[src/rtl/wbb_pkg.sv]
package wbb_pkg;
  typedef enum logic [1:0] {
    GNT_IDLE  = 2'd0,
    GNT_FETCH = 2'd1,
    GNT_DRAIN = 2'd2
  } gnt_e;
endpackage

[src/rtl/wbb_store.sv]
// Circular buffer of evicted lines with a newest-first associative search.
module wbb_store #(
  parameter int DEPTH  = 4,
  parameter int IDX_W  = 4,
  parameter int TAG_W  = 8,
  parameter int LINE_W = 64
) (
  input  logic              clk,
  input  logic              rst_n,
  input  logic              push,
  input  logic [IDX_W-1:0]  push_idx,
  input  logic [TAG_W-1:0]  push_tag,
  input  logic [LINE_W-1:0] push_data,
  input  logic              pop,
  input  logic [IDX_W-1:0]  look_idx,
  input  logic [TAG_W-1:0]  look_tag,
  output logic              full,
  output logic              empty,
  output logic [IDX_W-1:0]  head_idx,
  output logic [TAG_W-1:0]  head_tag,
  output logic [LINE_W-1:0] head_data,
  output logic              look_hit,
  output logic [LINE_W-1:0] look_data
);
  localparam int PTR_W = $clog2(DEPTH);
  localparam int CNT_W = $clog2(DEPTH + 1);

  logic [IDX_W-1:0]  idx_mem  [DEPTH];
  logic [TAG_W-1:0]  tag_mem  [DEPTH];
  logic [LINE_W-1:0] data_mem [DEPTH];

  logic [PTR_W-1:0] wr_ptr, wr_ptr_d, rd_ptr, rd_ptr_d;
  logic [CNT_W-1:0] count, count_d;
  logic             push_en, pop_en;
  logic [DEPTH-1:0] slot_match;

  assign full    = (count == CNT_W'(DEPTH));
  assign empty   = (count == '0);
  assign push_en = push & ~full;
  assign pop_en  = pop & ~empty;

  assign head_idx  = idx_mem[rd_ptr];
  assign head_tag  = tag_mem[rd_ptr];
  assign head_data = data_mem[rd_ptr];

  always_comb begin
    wr_ptr_d = push_en ? wr_ptr + PTR_W'(1) : wr_ptr;
    rd_ptr_d = pop_en  ? rd_ptr + PTR_W'(1) : rd_ptr;
    count_d  = count + CNT_W'(push_en) - CNT_W'(pop_en);
  end

  always_ff @(posedge clk or negedge rst_n) begin
    if (!rst_n) begin
      wr_ptr <= '0;
      rd_ptr <= '0;
      count  <= '0;
    end else begin
      wr_ptr <= wr_ptr_d;
      rd_ptr <= rd_ptr_d;
      count  <= count_d;
    end
  end

  // Datapath storage: no reset, written only on an accepted push.
  always_ff @(posedge clk) begin
    if (push_en) begin
      idx_mem[wr_ptr]  <= push_idx;
      tag_mem[wr_ptr]  <= push_tag;
      data_mem[wr_ptr] <= push_data;
    end
  end

  // Per-slot compare, independent of occupancy.
  for (genvar s = 0; s < DEPTH; s++) begin : g_cmp
    assign slot_match[s] = (idx_mem[s] == look_idx) && (tag_mem[s] == look_tag);
  end

  // Walk from oldest to newest occupied slot; the last match wins.
  always_comb begin
    logic [PTR_W-1:0] slot;
    look_hit  = 1'b0;
    look_data = '0;
    for (int age = 0; age < DEPTH; age++) begin
      slot = rd_ptr + PTR_W'(age);
      if ((CNT_W'(age) < count) && slot_match[slot]) begin
        look_hit  = 1'b1;
        look_data = data_mem[slot];
      end
    end
  end
endmodule

[src/rtl/wbb_arb.sv]
// Single memory request slot shared by line fetches and writebacks.
module wbb_arb
  import wbb_pkg::*;
#(
  parameter int ADDR_W     = 15,
  parameter int LINE_W     = 64,
  parameter int LEN_W      = 4,
  parameter int LINE_BYTES = 8
) (
  input  logic              clk,
  input  logic              rst_n,
  input  logic              fetch_want,
  input  logic [ADDR_W-1:0] fetch_addr,
  input  logic              drain_avail,
  input  logic [ADDR_W-1:0] drain_addr,
  input  logic [LINE_W-1:0] drain_data,
  input  logic              mem_req_ready,
  output gnt_e              grant,
  output logic              mem_req_valid,
  output logic              mem_req_write,
  output logic [ADDR_W-1:0] mem_req_addr,
  output logic [LEN_W-1:0]  mem_req_len,
  output logic [LINE_W-1:0] mem_req_wdata
);
  logic              vld_q, vld_d;
  logic              wr_q, wr_d;
  logic [ADDR_W-1:0] addr_q, addr_d;
  logic [LINE_W-1:0] data_q, data_d;
  logic              load_en;

  // A request leaves the register on the edge it is accepted, so the
  // next grant can only be loaded one cycle later: one idle cycle.
  always_comb begin
    if (vld_q)            grant = GNT_IDLE;
    else if (fetch_want)  grant = GNT_FETCH;
    else if (drain_avail) grant = GNT_DRAIN;
    else                  grant = GNT_IDLE;
  end

  always_comb begin
    load_en = (grant != GNT_IDLE);
    vld_d   = (vld_q & ~mem_req_ready) | load_en;
    wr_d    = (grant == GNT_DRAIN);
    addr_d  = (grant == GNT_DRAIN) ? drain_addr : fetch_addr;
    data_d  = (grant == GNT_DRAIN) ? drain_data : '0;
  end

  always_ff @(posedge clk or negedge rst_n) begin
    if (!rst_n) vld_q <= 1'b0;
    else        vld_q <= vld_d;
  end

  always_ff @(posedge clk) begin
    if (load_en) begin
      wr_q   <= wr_d;
      addr_q <= addr_d;
      data_q <= data_d;
    end
  end

  assign mem_req_valid = vld_q;
  assign mem_req_write = wr_q;
  assign mem_req_addr  = addr_q;
  assign mem_req_len   = LEN_W'(LINE_BYTES);
  assign mem_req_wdata = data_q;
endmodule

[src/rtl/wbb_resp.sv]
// Fill output register and outstanding-write tracking.
module wbb_resp #(
  parameter int IDX_W  = 4,
  parameter int TAG_W  = 8,
  parameter int OFF_W  = 3,
  parameter int LINE_W = 64,
  parameter int ACK_W  = 4
) (
  input  logic                          clk,
  input  logic                          rst_n,
  input  logic                          fwd_take,
  input  logic [IDX_W-1:0]              fwd_idx,
  input  logic [TAG_W-1:0]              fwd_tag,
  input  logic [LINE_W-1:0]             fwd_data,
  input  logic                          rsp_valid,
  input  logic                          rsp_write,
  input  logic [TAG_W+IDX_W+OFF_W-1:0]  rsp_addr,
  input  logic [LINE_W-1:0]             rsp_data,
  input  logic                          wr_accept,
  output logic                          fill_valid,
  output logic                          fill_fwd,
  output logic [IDX_W-1:0]              fill_idx,
  output logic [TAG_W-1:0]              fill_tag,
  output logic [LINE_W-1:0]             fill_data,
  output logic                          acks_clear
);
  logic              rd_rsp, wr_ack;
  logic              fv_q, fv_d;
  logic              ff_d;
  logic [IDX_W-1:0]  fi_d;
  logic [TAG_W-1:0]  ft_d;
  logic [LINE_W-1:0] fd_d;
  logic [ACK_W-1:0]  owed_q, owed_d;

  assign rd_rsp = rsp_valid & ~rsp_write;
  assign wr_ack = rsp_valid &  rsp_write;

  always_comb begin
    fv_d   = rd_rsp | fwd_take;
    ff_d   = ~rd_rsp;
    fi_d   = rd_rsp ? rsp_addr[OFF_W +: IDX_W] : fwd_idx;
    ft_d   = rd_rsp ? rsp_addr[OFF_W+IDX_W +: TAG_W] : fwd_tag;
    fd_d   = rd_rsp ? rsp_data : fwd_data;
    owed_d = owed_q + ACK_W'(wr_accept) - ACK_W'(wr_ack);
  end

  always_ff @(posedge clk or negedge rst_n) begin
    if (!rst_n) begin
      fv_q   <= 1'b0;
      owed_q <= '0;
    end else begin
      fv_q   <= fv_d;
      owed_q <= owed_d;
    end
  end

  always_ff @(posedge clk) begin
    if (fv_d) begin
      fill_fwd  <= ff_d;
      fill_idx  <= fi_d;
      fill_tag  <= ft_d;
      fill_data <= fd_d;
    end
  end

  assign fill_valid = fv_q;
  assign acks_clear = (owed_q == '0);
endmodule

[src/rtl/wb_forward_buffer.sv]
module wb_forward_buffer
  import wbb_pkg::*;
#(
  parameter  int IDX_W      = 4,
  parameter  int TAG_W      = 8,
  parameter  int OFF_W      = 3,
  parameter  int DEPTH      = 4,
  parameter  int ACK_W      = 4,
  localparam int LINE_BYTES = 1 << OFF_W,
  localparam int LINE_W     = 8 * LINE_BYTES,
  localparam int ADDR_W     = TAG_W + IDX_W + OFF_W,
  localparam int LEN_W      = OFF_W + 1
) (
  input  logic              clk,
  input  logic              rst_n,
  input  logic              evict_valid,
  output logic              evict_ready,
  input  logic [IDX_W-1:0]  evict_idx,
  input  logic [TAG_W-1:0]  evict_tag,
  input  logic [LINE_W-1:0] evict_data,
  input  logic              fetch_valid,
  output logic              fetch_ready,
  input  logic [IDX_W-1:0]  fetch_idx,
  input  logic [TAG_W-1:0]  fetch_tag,
  output logic              fill_valid,
  output logic              fill_fwd,
  output logic [IDX_W-1:0]  fill_idx,
  output logic [TAG_W-1:0]  fill_tag,
  output logic [LINE_W-1:0] fill_data,
  output logic              mem_req_valid,
  input  logic              mem_req_ready,
  output logic              mem_req_write,
  output logic [ADDR_W-1:0] mem_req_addr,
  output logic [LEN_W-1:0]  mem_req_len,
  output logic [LINE_W-1:0] mem_req_wdata,
  input  logic              mem_rsp_valid,
  input  logic              mem_rsp_write,
  input  logic [ADDR_W-1:0] mem_rsp_addr,
  input  logic [LINE_W-1:0] mem_rsp_data,
  output logic              wb_quiet
);
  logic              buf_full, buf_empty;
  logic [IDX_W-1:0]  head_idx;
  logic [TAG_W-1:0]  head_tag;
  logic [LINE_W-1:0] head_data;
  logic              look_hit;
  logic [LINE_W-1:0] look_data;
  logic              rd_rsp_now;
  logic              fetch_want, fwd_take;
  logic              wr_accept, acks_clear;
  gnt_e              grant;
  logic [ADDR_W-1:0] fetch_addr, drain_addr;

  assign rd_rsp_now  = mem_rsp_valid & ~mem_rsp_write;
  assign fetch_want  = fetch_valid & ~look_hit & ~rd_rsp_now;
  assign fwd_take    = fetch_valid &  look_hit & ~rd_rsp_now;
  assign fetch_ready = fwd_take | (grant == GNT_FETCH);
  assign evict_ready = ~buf_full;
  assign fetch_addr  = {fetch_tag, fetch_idx, {OFF_W{1'b0}}};
  assign drain_addr  = {head_tag, head_idx, {OFF_W{1'b0}}};
  assign wr_accept   = mem_req_valid & mem_req_ready & mem_req_write;
  assign wb_quiet    = buf_empty & ~(mem_req_valid & mem_req_write) & acks_clear;

  wbb_store #(
    .DEPTH(DEPTH), .IDX_W(IDX_W), .TAG_W(TAG_W), .LINE_W(LINE_W)
  ) store_i (
    .clk       (clk),
    .rst_n     (rst_n),
    .push      (evict_valid),
    .push_idx  (evict_idx),
    .push_tag  (evict_tag),
    .push_data (evict_data),
    .pop       (grant == GNT_DRAIN),
    .look_idx  (fetch_idx),
    .look_tag  (fetch_tag),
    .full      (buf_full),
    .empty     (buf_empty),
    .head_idx  (head_idx),
    .head_tag  (head_tag),
    .head_data (head_data),
    .look_hit  (look_hit),
    .look_data (look_data)
  );

  wbb_arb #(
    .ADDR_W(ADDR_W), .LINE_W(LINE_W), .LEN_W(LEN_W), .LINE_BYTES(LINE_BYTES)
  ) arb_i (
    .clk           (clk),
    .rst_n         (rst_n),
    .fetch_want    (fetch_want),
    .fetch_addr    (fetch_addr),
    .drain_avail   (~buf_empty),
    .drain_addr    (drain_addr),
    .drain_data    (head_data),
    .mem_req_ready (mem_req_ready),
    .grant         (grant),
    .mem_req_valid (mem_req_valid),
    .mem_req_write (mem_req_write),
    .mem_req_addr  (mem_req_addr),
    .mem_req_len   (mem_req_len),
    .mem_req_wdata (mem_req_wdata)
  );

  wbb_resp #(
    .IDX_W(IDX_W), .TAG_W(TAG_W), .OFF_W(OFF_W), .LINE_W(LINE_W), .ACK_W(ACK_W)
  ) resp_i (
    .clk        (clk),
    .rst_n      (rst_n),
    .fwd_take   (fwd_take),
    .fwd_idx    (fetch_idx),
    .fwd_tag    (fetch_tag),
    .fwd_data   (look_data),
    .rsp_valid  (mem_rsp_valid),
    .rsp_write  (mem_rsp_write),
    .rsp_addr   (mem_rsp_addr),
    .rsp_data   (mem_rsp_data),
    .wr_accept  (wr_accept),
    .fill_valid (fill_valid),
    .fill_fwd   (fill_fwd),
    .fill_idx   (fill_idx),
    .fill_tag   (fill_tag),
    .fill_data  (fill_data),
    .acks_clear (acks_clear)
  );
endmodule

[config.mk]
export PLATFORM = sky130hd
export DESIGN_NAME = wb_forward_buffer
export DESIGN_NICKNAME = d
export VERILOG_FILES = /design/src/rtl/wbb_pkg.sv /design/src/rtl/wbb_store.sv /design/src/rtl/wbb_arb.sv /design/src/rtl/wbb_resp.sv /design/src/rtl/wb_forward_buffer.sv
export SDC_FILE = /design/constraint.sdc
export NUM_CORES = 1
export LEC_CHECK = 0
export BUFFER_PORTS_ARGS = -buffer_cell sky130_fd_sc_hd__buf_2
export CELL_PAD_IN_SITES_DETAIL_PLACEMENT = 0
export CELL_PAD_IN_SITES_GLOBAL_PLACEMENT = 1
export CORE_AREA = 2 2 231 233
export DETAILED_ROUTE_END_ITERATION = 10
export DIE_AREA = 0 0 233 235
export PLACE_DENSITY = 0.89
export SYNTH_ARGS = -nofsm -noshare
export SYNTH_HDL_FRONTEND = slang
export SYNTH_SLANG_ARGS = --single-unit
[constraint.sdc]
create_clock -name clk -period 4.5 [get_ports clk]
set_input_delay 0.45 -clock clk [delete_from_list [all_inputs] [get_ports clk]]
set_output_delay 0.45 -clock clk [all_outputs]
set_load 0.02 [all_outputs]
* After elaboration in Yosys (flattened, before gate mapping)
Memories as Yosys holds them, arrays and structs flattened.
Index checks and enable logic that the tools add are counted.
** Operators by class
- Add/subtract/negate cells :: 8
- Order comparisons :: 8
- Eq/ne operators :: 11
- Multiplexer cells :: 25
- Bitwise logic cells :: 24
- Reduce and logical (&&, ||, !) cells :: 11
** Operator list (count)
- $mux W64 :: 5
- $eq A8 B8 Y1 :: 4
- $eq A4 B4 Y1 :: 4
- $mux W15 :: 1
- $and A1 B1 Y1 :: 14
- $lt A2 B3 Y1 const B :: 4
- $mux W1 :: 10
- $bmux W1 S2 :: 4
- $logic_and A1 B1 Y1 :: 8
- $mux W8 :: 1
- $not A1 Y1 :: 7
- $lt A1 B3 Y1 const A :: 2
- $lt A2 B3 Y1 const A :: 2
- $mux W2 :: 3
- $add A2 B1 Y2 const B :: 2
- $add A2 B2 Y2 const B :: 2
- $add A4 B1 Y4 :: 1
- $logic_not A4 Y1 :: 1
- $mux W4 :: 1
- $sub A4 B1 Y4 :: 1
- $add A3 B1 Y3 :: 1
- $eq A3 B3 Y1 const B :: 1
- $logic_not A3 Y1 :: 1
- $or A1 B1 Y1 :: 3
- other kinds (4) :: 4
** Storage, ports and cells
- Flip-flop bits (word level) :: 170
- RAM bits :: 304
- Bits of input ports :: 174
- Output and inout bits :: 166
- Word-level logic and storage cells :: 103
- Memories :: 3
** Memory list
- store_i.data_mem :: depth 4, width 64, read ports 4, clocked after memory_dff 0, write ports 1, RTL line wbb_store.sv:30 : logic [LINE_W-1:0] data_mem [DEPTH];
- store_i.tag_mem :: depth 4, width 8, read ports 5, clocked after memory_dff 0, write ports 1, RTL line wbb_store.sv:29 : logic [TAG_W-1:0] tag_mem [DEPTH];
- store_i.idx_mem :: depth 4, width 4, read ports 5, clocked after memory_dff 0, write ports 1, RTL line wbb_store.sv:28 : logic [IDX_W-1:0] idx_mem [DEPTH];

* Longest topological paths before layout
An unclocked memory read counts as a cell.
- Depth after elaboration :: 18
- Gate-level depth with buffers :: 16
- Mapped depth without buffers :: 13

* Cells and area by module
A second synthesis with hierarchy kept.
** Second synthesis, totals
- Cells, all modules :: 1977
- Area total of the unflattened synthesis :: 26255.2 µm²
** Modules (own cells, without submodules)
- wbb_store :: instances 1, cells each 1593, area an instance 19376.1 µm², sequential area each 9303.9 µm²
- wbb_resp :: instances 1, cells each 190, area an instance 3672.3 µm², sequential area each 2437.3 µm²
- wbb_arb :: instances 1, cells each 181, area an instance 3130.5 µm², sequential area each 2427.3 µm²
- wb_forward_buffer :: instances 1, cells each 13, area an instance 76.3 µm², sequential area each 0.0 µm²

* Least setup slack after synthesis
No wires, ideal clock.
- Kind :: input-to-reg
- Start :: input port fetch_tag[1]
- End :: register resp_i.fill_data[0], enable pin
- Library setup time :: 438 ps
- Data arrival time :: 3553 ps
- Path slack :: 509 ps
- Cell stages on the path :: 9
- Path buffers :: 1
- Cells stage by stage :: buf_2 -> xor2_1 -> nor4_1 -> nand3_1 -> mux2i_1 -> a221oi_1 -> o211ai_2 -> nand2_1 -> nand2_1
** On the way
- Longest elaborated chain between the ends :: 12
- Elaborated cells on any way between the ends :: 27
** RTL lines
- start: declaration :: RTL line wb_forward_buffer.sv:24 : input logic [TAG_W-1:0] fetch_tag,
- $eq A8 B8 Y1 :: RTL line wbb_store.sv:75 : assign slot_match[s] = (idx_mem[s] == look_idx) && (tag_mem[s] == look_tag);
- $logic_and A1 B1 Y1 :: RTL line wbb_store.sv:75
- $bmux W1 S2 :: RTL line wbb_store.sv:85 : if ((CNT_W'(age) < count) && slot_match[slot]) begin
- $mux W1 (implied by the code) :: RTL line wbb_store.sv:85
- $logic_and A1 B1 Y1 :: RTL line wbb_store.sv:85
- $mux W1 (3 in a row) :: RTL line wbb_store.sv:85
- $mux W1 (*) :: RTL line wbb_store.sv:85
- $and A1 B1 Y1 (*) (2 in a row) :: RTL line wb_forward_buffer.sv:56 : assign fwd_take = fetch_valid & look_hit & ~rd_rsp_now;
- $or A1 B1 Y1 (*) :: RTL line wbb_resp.sv:39 : fv_d = rd_rsp | fwd_take;
- named net resp_i.fv_d :: RTL line wbb_resp.sv:28 : logic fv_q, fv_d;
- end signal: assignment :: RTL line wbb_resp.sv:62 : fill_data <= fd_d;
- end: declaration :: RTL line wbb_resp.sv:24 : output logic [LINE_W-1:0] fill_data,
The timed path passes the listed nets; every way through them passes the cells marked *. The select of a mux whose other input is x is not followed.
A chain may end at the register's enable or synchronous reset.

==> metrics <==
CTS tree=done; Synth Area in Compound Gates=14.08%; Max VDD drop=0.3958 mV; Worst Path Arrival=4.21 ns; ys async rst share=2.760%; Reg area=14090 um2; Pins Over Slew Limit=0; crit path from=store_i.tag_mem[3][3]$_DFFE_PP_; reg2reg setup slack=0.69 ns; r2r startpoint=store_i.tag_mem[3][3]$_DFFE_PP_; Adder-Cell Fraction of Synth Area=0.8362%; Die W=233 um; leakage power=10.47 nW; mux cell area share after synthesis=12.90%; HP Class=input pin to flop; crit path launch type=flop; Setup TNS=0 ns; worst setup path class=flop to flop; EDFF count, synth=458; Placeable Area=52240 um2; slew margin rel.=22.50%; area share of the largest cell type after synthesis=56.74%; CTS Buf Count=52; post-synthesis xor/xnor area fraction=1.951%; hold endpoint=store_i.tag_mem[0][6]$_DFFE_PP_; Die Ht=235 um; largest net degree at the start of global routing=213; CP Data Required Time=4.90 ns; placed inst area=26430 um2; Largest delay share family, worst path=simple AND/OR/NAND/NOR gates; Port Buf Inserts=329; postcts setup bufs=0; CTS Sinks=471; CTS root buf=clkbuf_16; pwr dens=663.3 nW/um2; status=finished clean; dpl hpwl=41060 um; Post-Syn Area per Cell=11.97 um2; gr ovfl total=0; iteration count of the initial detailed-routing pass=7; Longest Clk Path Bufs=3; max-cap viol count=0; post-synth design cell area=24240 um2; initial antenna violation count=12; setup violators final=0; Hold Vio Cnt, Final=0; hold path start=evict_tag[6]; leading area contributor after synthesis=edfxtp_1; R2R depth=10; fin area=28280 um2; Final GP Congestion=0.8409; via count=18199; Simple-Gate Fraction of Synth Area=8.631%; Mapped Cells=2025; Residual DRC=0; Initial Util=46.40%; RSZ-0062 raised after global routing=no; wire per inst=23.45 um; Max H-tree Level=2; layout cells sized above 1=26.48%; IO Count=340; # fillers=4352; first-pass GRT wire length=105900 um; worst path bufs/invs=2; worst hold path depth=1; clock period minus worst slack=3.805 ns; worst-path cell chain=xor2_1 -> nor4_1 -> nand3_1 -> mux4_2 -> or2_4 -> buf_4 -> buf_4 -> o21ai_0 -> o21ai_0 -> o221ai_1; Peak Freq=0.2628 GHz; Antenna Nets Post-Route=0; sequential element share of the synthesized area=58.08%; number of synthesized register bits=471; Via density=6.040; Critical R2R Capture=resp_i.fill_data[40]$_DFFE_PP_; clk_lat worst skew=0.62 ns; YS warnings=0; main combinational cell family by area after synthesis=compound AO/OA/AOI/OAI gates; Final nets=2460; Distinct cells, synth=48; Post-synth top cells=edfxtp_1 (458), nor2_1 (305), o21ai_0 (181); Worst Skew=0.03264 ns; top cells by area, synth=edfxtp_1 (57%), mux2i_1 (6.8%), mux2_2 (4.9%); Post-synth top flop=edfxtp_1; Worst-path clk slew=0.06 ns; GRT Overall Usage=25.43%; CP endpoint kind=flop; row cnt=84; multi-input gate area in the final layout=9405 um2; CP max FO=59; Slowest-stage cell, CP=nor4_1; period utilization=84.56%; final WL=70650 um; Slew @ Worst Pin=1.163 ns; vias in the first global route=18098; Layout area overhead=16.67%; count leader, synth=edfxtp_1; die area=54760 um2; Largest stage delay, worst path=0.57 ns; DRC violation total after the first TritonRoute iteration=1748
-- per-stage QoR --
stage                     setup slack [ns]  util [%]  power [mW]  hold WS [ns]  cells
after floorplan                     0.5094         -       12.07        0.1544   2030
after global placement              0.6434     50.60       13.99        0.3642   2904
after detailed placement            0.5765     50.60       14.23        0.3697   2904
after CTS                           0.7388     54.09       18.80       0.01805   3003
after global routing                0.5384     54.12       19.75       0.02726   3008
final                               0.6948     54.14       18.76       0.04933   3013
-- registers in the layout (all words and copies together), names as in the netlist, 2 cells and up --
register,cells
resp_i.fill_tag,8
arb_i.mem_req_wdata,64
resp_i.owed_q,4
store_i.rd_ptr,2
store_i.tag_mem,32
store_i.idx_mem,16
store_i.count,3
arb_i.mem_req_addr,12
store_i.wr_ptr,2
store_i.data_mem,256
resp_i.fill_data,64
resp_i.fill_idx,4
-- report_power, final --
| part | switching (mW) | internal, mW | leakage, nW | total (mW) |
|---|---|---|---|---|
| combinational | 4.92 | 2.65 | 5.15 | 7.57 |
| clock | 1.79 | 2.74 | 0.881 | 4.53 |
| sequential | 0.478 | 6.18 | 4.44 | 6.65 |
| total | 7.20 | 11.6 | 10.5 | 18.8 |
-- cell families (layout without fill, tap and decap cells) --
logic type / Yosys count / in the layout
buf+inv: 197 / 482
xor+xnor: 54 / 54
flops: 471 / 471
fa+ha+maj: 15 / 15
simple gates: 505 / 505
compound gates: 498 / 498
other cells: 2 / 17
mux: 283 / 283
-- layer usage --
metal | wire length [um] | vias to the layer above | share of wire, % | global-route usage [%]
met1 | 28850 | 9041 | 41 | 33.33
met2 | 34640 | 886 | 49 | 42.81
met5 | 24 | - | 0.034 | 0
met3 | 5544 | 132 | 7.8 | 4.515
met4 | 1591 | 4 | 2.3 | 8.107
li1 | - | 8136 | - | -
-- worst max-delay path by stage --
| stage | endpoint | slack, ns | depth (start not counted) |
|---|---|---|---|
| floorplan | resp_i.fill_data[0]$_DFFE_PP_ | 0.51 | 9 |
| global placement | resp_i.fill_data[45]$_DFFE_PP_ | 0.64 | 11 |
| detailed placement | resp_i.fill_data[31]$_DFFE_PP_ | 0.58 | 11 |
| CTS | resp_i.fill_data[45]$_DFFE_PP_ | 0.74 | 10 |
| global route | resp_i.fill_data[40]$_DFFE_PP_ | 0.54 | 10 |
| finish | resp_i.fill_data[40]$_DFFE_PP_ | 0.69 | 10 |
-- cell type report --
type                    count  share of cell area [%]
diodes                     10                 0.08848
clock buffers              67                   4.871
clock inverters            31                   1.544
inverters                  20                  0.2743
multi-input cells        1362                   33.26
flip-flops and latches    471                   49.81
well taps                 688                   3.044
repair buffers            364                   7.114
-- timing repair --
item,in CTS,in global routing
hold buffers,1,0
gates resized for setup,0,0
endpoints found under the hold margin,13,0
-- cell usage in the layout, fill, tap and decap left out, drive strengths merged, types with 12 or more instances in the layout --
| cell type | count |
|---|---|
| mux2 | 105 |
| ha | 13 |
| nand2 | 136 |
| a21oi | 33 |
| clkbuf | 67 |
| nor2 | 305 |
| o21ai | 194 |
| nor4 | 12 |
| dfrtp | 13 |
| mux2i | 165 |
| inv | 19 |
| a211oi | 100 |
| edfxtp | 458 |
| buf | 363 |
| o211ai | 30 |
| o221ai | 64 |
| xor2 | 49 |
| clkinv | 20 |
| a22oi | 64 |
| mux4 | 13 |
| nor2b | 29 |
(Power assumes the default switching activity.)
